===== src/rtl/can_mode_pkg.sv =====
package can_mode_pkg;

  typedef enum logic [1:0] {
    MS_RUN       = 2'd0,
    MS_DIS       = 2'd1,
    MS_STOP_PREP = 2'd2,
    MS_STOP      = 2'd3
  } mode_state_t;

  // Transmit pin level: only a running block in plain mode drives the bus.
  function automatic logic tx_level(input logic run, input logic quiet,
                                    input logic loop, input logic bit_in);
    return (run && !quiet && !loop) ? bit_in : 1'b1;
  endfunction

  // Loop-back takes precedence over silent monitoring.
  function automatic logic quiet_eff(input logic listen, input logic loop);
    return listen && !loop;
  endfunction

endpackage


===== src/rtl/can_rx_cond.sv =====
module can_rx_cond #(
  parameter int SYNC_STAGES = 2,
  parameter int WAKE_LEN    = 3
) (
  input  logic clk,
  input  logic rst_n,
  input  logic rx_pin,
  output logic rx_sync,
  output logic wake_seen
);
  localparam int CNT_W = $clog2(WAKE_LEN + 1);

  logic [SYNC_STAGES-1:0] sync_q;
  logic [CNT_W-1:0]       dom_cnt;

  always_ff @(posedge clk or negedge rst_n) begin
    if (!rst_n) sync_q <= '1;
    else        sync_q <= {sync_q[SYNC_STAGES-2:0], rx_pin};
  end

  assign rx_sync = sync_q[SYNC_STAGES-1];

  // Consecutive dominant samples, saturating at WAKE_LEN.
  always_ff @(posedge clk or negedge rst_n) begin
    if (!rst_n)                             dom_cnt <= '0;
    else if (rx_sync)                       dom_cnt <= '0;
    else if (dom_cnt < CNT_W'(WAKE_LEN))    dom_cnt <= dom_cnt + 1'b1;
  end

  assign wake_seen = (dom_cnt >= CNT_W'(WAKE_LEN));
endmodule


===== src/rtl/can_mode_fsm.sv =====
module can_mode_fsm
  import can_mode_pkg::*;
(
  input  logic        clk,
  input  logic        rst_n,
  input  logic        cfg_listen,
  input  logic        cfg_loop,
  input  logic        cfg_disable,
  input  logic        stop_req,
  input  logic        wake_en,
  input  logic        wake_seen,
  input  logic        boundary,
  output mode_state_t state,
  output logic        mode_listen,
  output logic        mode_loop
);
  mode_state_t nxt;
  logic        stop_blk;
  logic        stop_go;
  logic        woke;

  assign stop_go = stop_req && !stop_blk;
  assign woke    = (state == MS_STOP) && stop_req && wake_en && wake_seen;

  always_comb begin
    nxt = state;
    unique case (state)
      MS_RUN: if (boundary) begin
        if (stop_go)          nxt = MS_STOP_PREP;
        else if (cfg_disable) nxt = MS_DIS;
      end
      MS_DIS: begin
        if (stop_go)           nxt = MS_STOP_PREP;
        else if (!cfg_disable) nxt = MS_RUN;
      end
      MS_STOP_PREP: nxt = stop_req ? MS_STOP : MS_RUN;
      MS_STOP: if (!stop_req || woke) nxt = MS_RUN;
      default: nxt = MS_RUN;
    endcase
  end

  always_ff @(posedge clk or negedge rst_n) begin
    if (!rst_n) begin
      state       <= MS_RUN;
      stop_blk    <= 1'b0;
      mode_listen <= 1'b0;
      mode_loop   <= 1'b0;
    end else begin
      state <= nxt;
      if (woke)          stop_blk <= 1'b1;
      else if (!stop_req) stop_blk <= 1'b0;
      if (state == MS_RUN && boundary) begin
        mode_listen <= cfg_listen;
        mode_loop   <= cfg_loop;
      end
    end
  end
endmodule


===== src/rtl/can_frame_qual.sv =====
module can_frame_qual
  import can_mode_pkg::*;
(
  input  logic clk,
  input  logic rst_n,
  input  logic run,
  input  logic mode_listen,
  input  logic mode_loop,
  input  logic eng_tx_bit,
  input  logic rx_sync,
  input  logic eng_ack_slot,
  input  logic eng_rx_ok,
  input  logic eng_tx_ok,
  output logic can_tx_pin,
  output logic eng_rx_bit,
  output logic ack_ignore,
  output logic err_freeze,
  output logic err_passive,
  output logic rx_valid_irq,
  output logic tx_done_irq,
  output logic bit0_err
);
  logic quiet;
  logic ack_dom;

  assign quiet       = quiet_eff(mode_listen, mode_loop);
  assign can_tx_pin  = tx_level(run, quiet, mode_loop, eng_tx_bit);
  assign eng_rx_bit  = mode_loop ? eng_tx_bit : rx_sync;
  assign ack_ignore  = mode_loop;
  assign err_freeze  = run && quiet;
  assign err_passive = run && quiet;

  always_ff @(posedge clk or negedge rst_n) begin
    if (!rst_n)            ack_dom <= 1'b0;
    else if (eng_ack_slot) ack_dom <= !rx_sync;
    else if (eng_rx_ok)    ack_dom <= 1'b0;
  end

  always_ff @(posedge clk or negedge rst_n) begin
    if (!rst_n) begin
      rx_valid_irq <= 1'b0;
      tx_done_irq  <= 1'b0;
      bit0_err     <= 1'b0;
    end else begin
      rx_valid_irq <= run && eng_rx_ok && (!quiet || ack_dom);
      bit0_err     <= run && eng_rx_ok && quiet && !ack_dom;
      tx_done_irq  <= run && eng_tx_ok && !quiet;
    end
  end
endmodule


===== src/rtl/can_mode_ctrl.sv =====
module can_mode_ctrl
  import can_mode_pkg::*;
#(
  parameter int SYNC_STAGES = 2,
  parameter int WAKE_LEN    = 3
) (
  input  logic clk,
  input  logic rst_n,
  input  logic cfg_listen,
  input  logic cfg_loop,
  input  logic cfg_disable,
  input  logic stop_req,
  input  logic wake_en,
  input  logic eng_tx_bit,
  input  logic eng_frame_end,
  input  logic eng_bus_idle,
  input  logic eng_ack_slot,
  input  logic eng_rx_ok,
  input  logic eng_tx_ok,
  input  logic can_rx_pin,
  output logic can_tx_pin,
  output logic eng_rx_bit,
  output logic ack_ignore,
  output logic err_freeze,
  output logic err_passive,
  output logic rx_valid_irq,
  output logic tx_done_irq,
  output logic bit0_err,
  output logic pe_clk_en,
  output logic mb_clk_en,
  output logic dis_ack,
  output logic stop_ack
);
  mode_state_t state;
  logic        boundary;
  logic        run;
  logic        mode_listen;
  logic        mode_loop;
  logic        rx_sync;
  logic        wake_seen;

  assign boundary  = eng_bus_idle || eng_frame_end;
  assign run       = (state == MS_RUN);
  assign pe_clk_en = run;
  assign mb_clk_en = run;
  assign dis_ack   = (state == MS_DIS);
  assign stop_ack  = (state == MS_STOP);

  can_rx_cond #(.SYNC_STAGES(SYNC_STAGES), .WAKE_LEN(WAKE_LEN)) i_rx_cond (
    .clk       (clk),
    .rst_n     (rst_n),
    .rx_pin    (can_rx_pin),
    .rx_sync   (rx_sync),
    .wake_seen (wake_seen)
  );

  can_mode_fsm i_fsm (
    .clk         (clk),
    .rst_n       (rst_n),
    .cfg_listen  (cfg_listen),
    .cfg_loop    (cfg_loop),
    .cfg_disable (cfg_disable),
    .stop_req    (stop_req),
    .wake_en     (wake_en),
    .wake_seen   (wake_seen),
    .boundary    (boundary),
    .state       (state),
    .mode_listen (mode_listen),
    .mode_loop   (mode_loop)
  );

  can_frame_qual i_qual (
    .clk          (clk),
    .rst_n        (rst_n),
    .run          (run),
    .mode_listen  (mode_listen),
    .mode_loop    (mode_loop),
    .eng_tx_bit   (eng_tx_bit),
    .rx_sync      (rx_sync),
    .eng_ack_slot (eng_ack_slot),
    .eng_rx_ok    (eng_rx_ok),
    .eng_tx_ok    (eng_tx_ok),
    .can_tx_pin   (can_tx_pin),
    .eng_rx_bit   (eng_rx_bit),
    .ack_ignore   (ack_ignore),
    .err_freeze   (err_freeze),
    .err_passive  (err_passive),
    .rx_valid_irq (rx_valid_irq),
    .tx_done_irq  (tx_done_irq),
    .bit0_err     (bit0_err)
  );
endmodule


===== config.mk =====
export PLATFORM = sky130hd
export DESIGN_NAME = can_mode_ctrl
export DESIGN_NICKNAME = d
export VERILOG_FILES = /design/src/rtl/can_mode_pkg.sv /design/src/rtl/can_rx_cond.sv /design/src/rtl/can_mode_fsm.sv /design/src/rtl/can_frame_qual.sv /design/src/rtl/can_mode_ctrl.sv
export SDC_FILE = /design/constraint.sdc
export NUM_CORES = 1
export LEC_CHECK = 0
export ABC_AREA = 1
export BUFFER_PORTS_ARGS = -buffer_cell sky130_fd_sc_hd__buf_2
export CAP_MARGIN = 20
export CORE_MARGIN = 4
export CORE_UTILIZATION = 45
export DETAILED_ROUTE_END_ITERATION = 10
export PLACE_DENSITY = 0.75
export SYNTH_ARGS = -nofsm -noshare
export SYNTH_HDL_FRONTEND = slang
export SYNTH_SLANG_ARGS = --single-unit

===== constraint.sdc =====
create_clock -name clk -period 1.3 [get_ports clk]
set_input_delay 0.39 -clock clk [delete_from_list [all_inputs] [get_ports clk]]
set_output_delay 0.39 -clock clk [all_outputs]
set_load 0.01 [all_outputs]

==> impl_metrics.yaml, run 1 <==
power:
  leakage_nw: 0.566
  cellPowerDensity_nw_per_um2: 2190
  max-vdd-ir-drop_mv: 1.37
outcome:
  violations: "setup timing"
  status: "complete, but fails checks"
floorplan:
  die_w_um: 45.6
  std_cell_rows: 13
  die_area_um2: 2080
  die_h_um: 45.6
  placeableCoreArea_um2: 1320
  io_pins: 26
  initial_core_util_pct: 48.3
critical_path:
  worstPathMaxFanout: 2
  crit_slowest_cell: "dfrtp_1"
  crit_type: "flop to primary output"
  max_stage_delay_ps: 440
  arrival_ps: 1260
  cp-start-kind: "flop"
  crit_path_cell_trace: "nor2_4 -> nand2_2 -> nor2_2 -> nand2_1 -> buf_2"
  worst_setup_path_end_kind: "primary output"
  cp.required_ps: 910
detailed_routing:
  finalWirelength_mm: 2.01
  drc: 0
  routed_via_density: 5.26
  drt-wirelength-per-cell_um: 15.0
  firstDrtPassIters: 4
  vias: 705
  drt.antenna.violating_nets: 0
  first_iter_violations: 26
sta:
  fin_ws_ps: -345
  whs_ps: 200
  hold_viol_final: 0
  setup_viol: 9
  skew_ps: 9.89
  rsz0062_at_grt: "true"
  finalCriticalPeriod_ps: 1650
  worst_pin_slew_ps: 293
  timing.fmax_mhz: 608
  min_period_over_period_pct: 127
  final_max_slew_viol_count: 0
  slew_headroom_pct: 80.5
synthesis:
  synth_area_leader_cell: "dfrtp_1"
  netlist_instances: 78
  synth-seq-cells: 13
  synth.area.top_cells: "dfrtp_1, nand2_1, dfstp_2, inv_1, nor2_1"
  synth_top_area_share_pct: 43.2
  syn_area_per_cell_um2: 8.16
  synth.lib_cells_used.distinct: 18
  syn-num-nets: 93
  ys_seq_area_share_pct: 51.5
  yosys_warnings: 0
  netlist_area_um2: 637
placement:
  io_buffers: 25
  dpl.hpwl_mm: 1.09
  pre_cts_ws_ps: -14.2
  gp_congestion: 0.749
global_route:
  grt_pass1_wl_mm: 2.83
  grt_pass1_vias: 667
  grtUsageTotal_pct: 18.9
  grt_overflow: 0
  antenna_found_initial: 0
  grt_max_degree: 14
worst_hold_path:
  worstHoldPathType: "input port to flop"
flow_run:
  drv_cap: 0
cells_and_area:
  nets: 135
  num_antenna_cells: 0
  fillers: 84
  drive_gt1_share_pct: 57.1
  post-route-util_pct: 78.7
  synthToLayoutAreaGrowth_pct: 62.9
clocking:
  cts_sinks: 13
  insertion_delay_ps: 290
  cts_tree: "built"
  clk_path_buf_depth: 2
  cts_buffers: 3
  htreeDepth: 1
  cts.reportedPaths.clkPinSlew_ps: 100
  cts_root_buf: "clkbuf_4"
==> sequential cells by signal, summed over array words and instances, names as in the netlist <==
register and cells:
i_fsm.state 2, i_rx_cond.dom_cnt 2, i_rx_cond.sync_q 2, i_fsm.mode_listen 1, i_fsm.mode_loop 1, i_fsm.stop_blk 1
i_qual.ack_dom 1, i_qual.bit0_err 1, i_qual.rx_valid_irq 1, i_qual.tx_done_irq 1
==> cell usage in the layout (no fill, tap or decap), drive strengths merged <==
master	count
buf	39
clkinv	1
clkbuf	3
o21ai	3
nor3	2
nor2	13
nand2	19
inv	12
a21oi	3
nand3	6
xor2	1
dfstp	2
dfrtp	11
a22o	1
or2	1
ha	1
dlygate4sd3	1
==> cells in the mapped netlist (all sizes together) <==
cell	n
a21oi	3
a22o	1
buf	3
dfrtp	11
dfstp	2
ha	1
inv	12
nand2	19
nand3	6
nor2	13
nor3	2
o21ai	3
or2	1
xor2	1
==> critical path: cells and delay by family, from the launching register on <==
family | cells | cell delay, ps
buffers and inverters | 1 | 130
and+or+nand+nor | 4 | 390
DFF | 1 | 440
==> metal layers <==
| layer | wire [um] | part of all wire, % | track usage [%] |
|---|---|---|---|
| met5 | 0 | 0 | 0 |
| met4 | 57 | 2.8 | 5.85 |
| met3 | 180 | 8.9 | 3.56 |
| met2 | 1070 | 53 | 33.1 |
| met1 | 706 | 35 | 23.1 |
==> where the power goes <==
part	total, W	internal (W)	switching, W
Sequential	0.000605	0.000514	0.0000914
Combinational	0.00140	0.000718	0.000680
Clock	0.000267	0.000114	0.000153
Total	0.00227	0.00135	0.000925
==> final timing paths <==
path / slack, ps / to / startpoint / cells after the start
hold / removal: 200 / i_rx_cond.sync_q[0]$_DFF_PN1_ / can_rx_pin / 1
min in group asynchronous: 510 / i_fsm.state[1]$_DFFE_PN0P_ / rst_n / 2
setup reg to reg: 10 / i_fsm.mode_loop$_DFFE_PN0P_ / i_fsm.state[0]$_DFFE_PN0P_ / 7
setup / recovery: -350 / can_tx_pin / i_fsm.state[0]$_DFFE_PN0P_ / 5
hold reg to reg: 360 / i_rx_cond.sync_q[1]$_DFF_PN1_ / i_rx_cond.sync_q[0]$_DFF_PN1_ / 0
max in group asynchronous: 500 / i_rx_cond.sync_q[1]$_DFF_PN1_ / rst_n / 2
==> cell families (layout without fill, tap and decap cells) <==
group / after synthesis / in the layout / share of synthesized area (%)
simple gates: 41 / 41 / 28.5
buf+inv: 15 / 56 / 10.6
flops: 13 / 13 / 51.5
compound gates: 7 / 7 / 6.09
fa+ha+maj: 1 / 1 / 1.96
xor+xnor: 1 / 1 / 1.38
==> what timing repair did <==
item / 4_1_cts / 5_1_grt
hold buffers: 1 / 0
pin swaps: 3 / 8
hold endpoints to repair: 11 / 0
resized for setup: 10 / 21
buffers inserted: 7 / 7
endpoints found under the setup margin: 9 / 11
==> per-stage QoR <==
stage          cells  power, W  cell area, um2  setup TNS [ps]
2_1_floorplan     78   0.00112             663           -52.3
3_3_place_gp     119   0.00136             807               0
3_5_place_dp     119   0.00139             807           -22.2
4_1_cts          131   0.00192             931           -2040
5_1_grt          134   0.00237            1040           -2880
6_report         134   0.00227            1040           -2610
==> area by class of cell <==
cell class | count | area, um2 | share of cell area, %
Sequential cell | 13 | 328 | 31.6
Clock inverter | 1 | 5.00 | 0.483
Timing Repair Buffer | 40 | 303 | 29.2
Inverter | 12 | 47.5 | 4.58
Multi-Input combinational cell | 50 | 313 | 30.2
Tap cell | 15 | 18.8 | 1.81
Clock buffer | 3 | 22.5 | 2.17
(Power assumes the default switching activity.)
==> inputs of run 2 (changes only) <==
--- a/config.mk
+++ b/config.mk
@@ -9,9 +9,9 @@
 export BUFFER_PORTS_ARGS = -buffer_cell sky130_fd_sc_hd__buf_2
 export CAP_MARGIN = 20
 export CORE_MARGIN = 4
-export CORE_UTILIZATION = 45
+export CORE_UTILIZATION = 48
 export DETAILED_ROUTE_END_ITERATION = 10
-export PLACE_DENSITY = 0.75
+export PLACE_DENSITY = 0.8
 export SYNTH_ARGS = -nofsm -noshare
 export SYNTH_HDL_FRONTEND = slang
 export SYNTH_SLANG_ARGS = --single-unit
==> constraint.sdc (replaced) <==
create_clock -name clk -period 1.9 [get_ports clk]
set_input_delay 0.57 -clock clk [delete_from_list [all_inputs] [get_ports clk]]
set_output_delay 0.57 -clock clk [all_outputs]
set_load 0.01 [all_outputs]
==> run 2 against run 1 <==
  * The flow now finishes without violations
  * Worst setup slack improved by 440 ps
  * Cell count decreased by 11%
  * Flip-flop and latch count did not move
  * Sequential share of layout area is 9.9 points higher
  * Critical path type unchanged
  * Via count down 22%
  * Sequential power down 27%
  * Count of clock-buffer cells in the layout rose by 1
  * Highest routed layer unchanged
  * Register-to-register slack improved by 690 ps
  * Core utilization decreased by 11 points
  * Critical path depth shrank 1
==> impl_metrics.yaml, run 2 (synthesis gave the netlist of run 1 again) <==
floorplan:
  die_h_um: 44.4
  initial_core_util_pct: 54.4
  io_pins: 26
  placeableCoreArea_um2: 1170
  die_area_um2: 1970
  die_w_um: 44.4
  std_cell_rows: 12
detailed_routing:
  first_iter_violations: 8
  routed_via_density: 4.65
  vias: 553
  firstDrtPassIters: 4
  drt.antenna.violating_nets: 0
  drc: 0
  finalWirelength_mm: 1.24
  drt-wirelength-per-cell_um: 10.4
critical_path:
  cp.required_ps: 1330
  r2r-start: "i_rx_cond.dom_cnt[0]$_DFFE_PN0P_"
  cp-start-kind: "flop"
  r2r_slack_ps: 700
  startpoint: "i_fsm.mode_loop$_DFFE_PN0P_"
  arrival_ps: 1230
  ff2ff_path_depth: 7
  crit_slowest_cell: "dfrtp_1"
  crit_path_cell_trace: "inv_1 -> nand2_2 -> nor3_1 -> buf_2"
  crit_type: "flop to primary output"
  worst_setup_path_end_kind: "primary output"
  crit_path_end: "err_passive"
  max_stage_delay_ps: 410
  worstPathMaxFanout: 4
  regToRegEndpoint: "i_fsm.state[1]$_DFFE_PN0P_"
clocking:
  postCtsSetupRepairBufs: 0
  cts_root_buf: "clkbuf_4"
  cts.reportedPaths.clkPinSlew_ps: 80
  clk_path_buf_depth: 2
  insertion_delay_ps: 280
  cts_tree: "built"
  cts_sinks: 13
  cts_buffers: 3
  htreeDepth: 1
outcome:
  status: "finished clean"
cells_and_area:
  final_common_cell: "buf_2"
  nets: 121
  fillers: 101
  final_cell_area_um2: 796
  drive_gt1_share_pct: 37.1
  seqCellArea_um2: 330
  reg_top3: "i_fsm.state x2, i_rx_cond.dom_cnt x2, i_rx_cond.sync_q x2"
  synthToLayoutAreaGrowth_pct: 25.0
  mostFrequentLayoutCells: "buf_2, nand2_1, nor2_1, inv_1, dfrtp_1"
  multiInputGateArea_um2: 244
  num_antenna_cells: 0
sta:
  fin_setup_tns_ps: 0
  whs_ps: 157
  slew_headroom_pct: 81.4
  hold_viol_final: 0
  final_max_slew_viol_count: 0
  worst_pin_slew_ps: 279
  skew_ps: 6.48
  timing.fmax_mhz: 555
  finalCriticalPeriod_ps: 1800
  min_period_over_period_pct: 94.8
  setup_viol: 0
  rsz0062_at_grt: "false"
global_route:
  antenna_found_initial: 0
  grtUsageTotal_pct: 15.1
  grt_overflow: 0
  grt_pass1_wl_mm: 2.06
  grt_max_degree: 14
  grt_pass1_vias: 514
flow_run:
  drv_cap: 0
power:
  max-vdd-ir-drop_mv: 0.821
  leakage_nw: 0.465
  p_total_w: 0.00103
  cellPowerDensity_nw_per_um2: 1300
worst_hold_path:
  worstHoldPathType: "input port to async pin"
placement:
  dpl.hpwl_um: 963
  placed_area_um2: 764
  gp_congestion: 0.717
  io_buffers: 25
-- run 2: changes by cell type in the layout (fill, tap and decap cells not counted), sizes merged --
cell	change
clkinv	-1
clkbuf	+1
dlygate4sd3	-1
buf	-13
-- run 2: what timing repair did --
action                                 in CTS  in global routing
endpoints found under the hold margin       0                  0
setup endpoints to repair                   0                  3
resized for setup                           0                  3
hold buffers                                0                  0
-- run 2: metal layers --
metal | track usage (%) | wire, um | vias up
li1 | - | - | 294
met1 | 16.9 | 566 | 237
met2 | 23.0 | 554 | 19
met3 | 8.94 | 104 | 3
met4 | 7.23 | 15 | 0
met5 | 0 | 0 | -
-- run 2: how the worst min path moves through the flow --
stage                     slack (ps)                             to  depth (start not counted)                          start
after floorplan                  270  i_fsm.mode_listen$_DFFE_PN0P_                          0                          rst_n
after global placement           350  i_rx_cond.sync_q[1]$_DFF_PN1_                          0  i_rx_cond.sync_q[0]$_DFF_PN1_
after detailed placement         350  i_rx_cond.sync_q[1]$_DFF_PN1_                          0  i_rx_cond.sync_q[0]$_DFF_PN1_
after CTS                        150     i_qual.ack_dom$_DFFE_PN0P_                          1                          rst_n
after global routing             160  i_fsm.mode_listen$_DFFE_PN0P_                          1                          rst_n
final                            160      i_qual.bit0_err$_DFF_PN0_                          1                          rst_n
-- run 2: where the power goes --
part / switching [W] / internal [W] / total (W)
clock network: 0.0000868 / 0.0000815 / 0.000168
registers: 0.0000827 / 0.000356 / 0.000439
logic: 0.000245 / 0.000181 / 0.000426
total: 0.000415 / 0.000619 / 0.00103
-- run 2: final cells by class --
class                           count  area share (%)
Tap cell                           14            2.20
Clock buffer                        4            3.30
Multi-Input combinational cell     50            30.7
Sequential cell                    13            41.5
Inverter                           12            5.66
Timing Repair Buffer               26            16.7
-- run 2: worst max-delay path, delay by kind of cell, from the launching register on --
family	cells	cell delay, ps
flops	1	410
simple gates	2	260
buf+inv	2	290
-- run 2: stage by stage --
step / util, % / std cells / worst slack [ps]
2_1_floorplan: - / 78 / 220
3_3_place_gp: 65.3 / 115 / 380
3_5_place_dp: 65.3 / 115 / 377
4_1_cts: 67.5 / 119 / 58.9
5_1_grt: 67.9 / 119 / 13.9
6_report: 67.9 / 119 / 99.2
==> inputs of run 3 (changes only) <==
--- a/config.mk
+++ b/config.mk
@@ -6,12 +6,12 @@
 export NUM_CORES = 1
 export LEC_CHECK = 0
 export ABC_AREA = 1
-export BUFFER_PORTS_ARGS = -buffer_cell sky130_fd_sc_hd__buf_2
 export CAP_MARGIN = 20
-export CORE_MARGIN = 4
-export CORE_UTILIZATION = 48
+export CORE_AREA = 4 4 41 43
 export DETAILED_ROUTE_END_ITERATION = 10
-export PLACE_DENSITY = 0.8
+export DIE_AREA = 0 0 45 47
+export DONT_BUFFER_PORTS = 1
+export REMOVE_ABC_BUFFERS = 1
 export SYNTH_ARGS = -nofsm -noshare
 export SYNTH_HDL_FRONTEND = slang
 export SYNTH_SLANG_ARGS = --single-unit
==> run 3 against run 2 <==
  * Non-clock buffer count decreased by 23
  * Cell count decreased by 18%
  * Sequential share of layout area up 6.1 points
  * Sequential power increased by 4%
  * Critical path depth stayed put
  * Critical path type unchanged
  * Core utilization shrank 15 points
  * Via count shrank 13%
  * Final area shrank 13%
==> impl_metrics.yaml, run 3 (synthesis gave the netlist of run 1 again) <==
clocking:
  cts.reportedPaths.clkPinSlew_ps: 80
  clk_path_buf_depth: 2
  cts_tree: "built"
  insertion_delay_ps: 270
  htreeDepth: 1
  postCtsSetupRepairBufs: 0
  cts_buffers: 3
  cts_root_buf: "clkbuf_4"
  cts_sinks: 13
critical_path:
  arrival_ps: 1210
  worstPathMaxFanout: 4
  crit_type: "flop to primary output"
  crit_path_cell_trace: "inv_1 -> nand2_1 -> nor3_2 -> buf_4"
  max_stage_delay_ps: 450
  cp.required_ps: 1330
  cp-start-kind: "flop"
  worst_setup_path_end_kind: "primary output"
  ff2ff_path_depth: 7
  r2r-start: "i_rx_cond.dom_cnt[0]$_DFFE_PN0P_"
  crit_slowest_cell: "dfrtp_2"
  startpoint: "i_fsm.mode_loop$_DFFE_PN0P_"
  crit_path_end: "err_freeze"
  regToRegEndpoint: "i_fsm.state[0]$_DFFE_PN0P_"
  r2r_slack_ps: 720
global_route:
  grt_pass1_wl_mm: 1.93
  grt_pass1_vias: 487
  grt_max_degree: 12
  grt_overflow: 0
  antenna_found_initial: 0
  grtUsageTotal_pct: 12.6
power:
  netSwitchingFraction_pct: 41.1
  p_total_w: 0.000940
  leakage_nw: 0.373
  internal_power_w: 0.000554
  p_comb_share_pct: 34.0
  cellPowerDensity_nw_per_um2: 1360
  sequentialPowerShare_pct: 48.4
  p_clk_share_pct: 17.6
  power.switching_w: 0.000386
  max-vdd-ir-drop_mv: 0.783
placement:
  placed_area_um2: 648
  gp_congestion: 0.721
  io_buffers: 0
  dp.cells: 92
  dpl.hpwl_um: 899
detailed_routing:
  vias: 483
  drt-wirelength-per-cell_um: 11.9
  drc: 0
  finalWirelength_mm: 1.15
  routed_via_density: 4.98
  first_iter_violations: 5
  drt.antenna.violating_nets: 0
  firstDrtPassIters: 4
floorplan:
  die_h_um: 47
  die_w_um: 45
  initial_core_util_pct: 48.9
  die_area_um2: 2120
  std_cell_rows: 13
  placeableCoreArea_um2: 1300
  io_pins: 26
cells_and_area:
  post-route-util_pct: 53.1
  num_antenna_cells: 0
  reg_top3: "i_fsm.state x2, i_rx_cond.dom_cnt x2, i_rx_cond.sync_q x2"
  final_cells: 97
  final_common_cell: "nand2_1"
  nets: 98
  fillers: 128
  synthToLayoutAreaGrowth_pct: 8.45
  drive_gt1_share_pct: 17.1
  mostFrequentLayoutCells: "nand2_1, nor2_1, inv_1, dfrtp_1, nand3_1"
  final_cell_area_um2: 691
sta:
  finalCriticalPeriod_ps: 1780
  min_period_over_period_pct: 93.6
  hold_viol_final: 0
  worst_pin_slew_ps: 519
  slew_headroom_pct: 65.3
  skew_ps: 5.87
  timing.fmax_mhz: 563
  final_max_slew_viol_count: 0
  fin_setup_tns_ps: 0
  rsz0062_at_grt: "false"
  setup_viol: 0
outcome:
  status: "finished clean"
flow_run:
  drv_cap: 0
worst_hold_path:
  worstHoldPathType: "input port to async pin"
run 3: cell types whose count changed in the layout (fill, tap and decap cells not counted), sizes merged:
cell and delta:
buf -24, dlygate4sd3 +1
run 3: routing by layer:
metal | track usage, % | share of wire (%) | up-vias
met2 | 19.2 | 43 | 22
met3 | 7.28 | 12 | 0
met1 | 16.0 | 45 | 215
met4 | 1.75 | 0 | 0
met5 | 0 | 0 | -
li1 | - | - | 246
run 3: critical path, delay by kind of cell (launching register included):
family                 cells  cell delay (ps)
flip-flops                 1              450
buffers and inverters      2              260
AND/OR/NAND/NOR            2              230
run 3: layout make-up:
cell class              instances  area, um2  share of cell area, %
repair buffers                  3       25.0                   3.62
clock buffers                   4       26.3                   3.80
inverters                      12       45.0                   6.52
flip-flops and latches         13        329                   47.6
multi-input cells              50        246                   35.7
well taps                      15       18.8                   2.72
run 3: worst min path at each step:
stage                from                                to  slack, ps  cells after the start
finish              rst_n     i_rx_cond.sync_q[1]$_DFF_PN1_        140                      0
detailed placement  rst_n  i_rx_cond.dom_cnt[1]$_DFFE_PN0P_        270                      0
global placement    rst_n  i_rx_cond.dom_cnt[0]$_DFFE_PN0P_        270                      0
floorplan           rst_n     i_fsm.mode_listen$_DFFE_PN0P_        270                      0
CTS                 rst_n     i_rx_cond.sync_q[1]$_DFF_PN1_        130                      0
global route        rst_n     i_rx_cond.sync_q[1]$_DFF_PN1_        110                      0
run 3: power by group through the flow:
stage	combinational, W	clock, W	sequential [W]
finish	0.000319	0.000165	0.000455
global route	0.000376	0.000189	0.000468
CTS	0.000323	0.000174	0.000452
detailed placement	0.000314	0	0.000457
global placement	0.000308	0	0.000456
floorplan	0.000246	0	0.000436
run 3: per-stage QoR:
step	setup WS, ps	hold WS, ps
global route	11.5	112
finish	122	138
global placement	390	275
detailed placement	374	275
floorplan	270	274
CTS	52.7	127
run 3: repair_timing:
action                                  4_1_cts  5_1_grt
endpoints found under the hold margin        11        0
gates resized for setup                       0        2
hold buffers                                  1        0
endpoints found under the setup margin        0        3
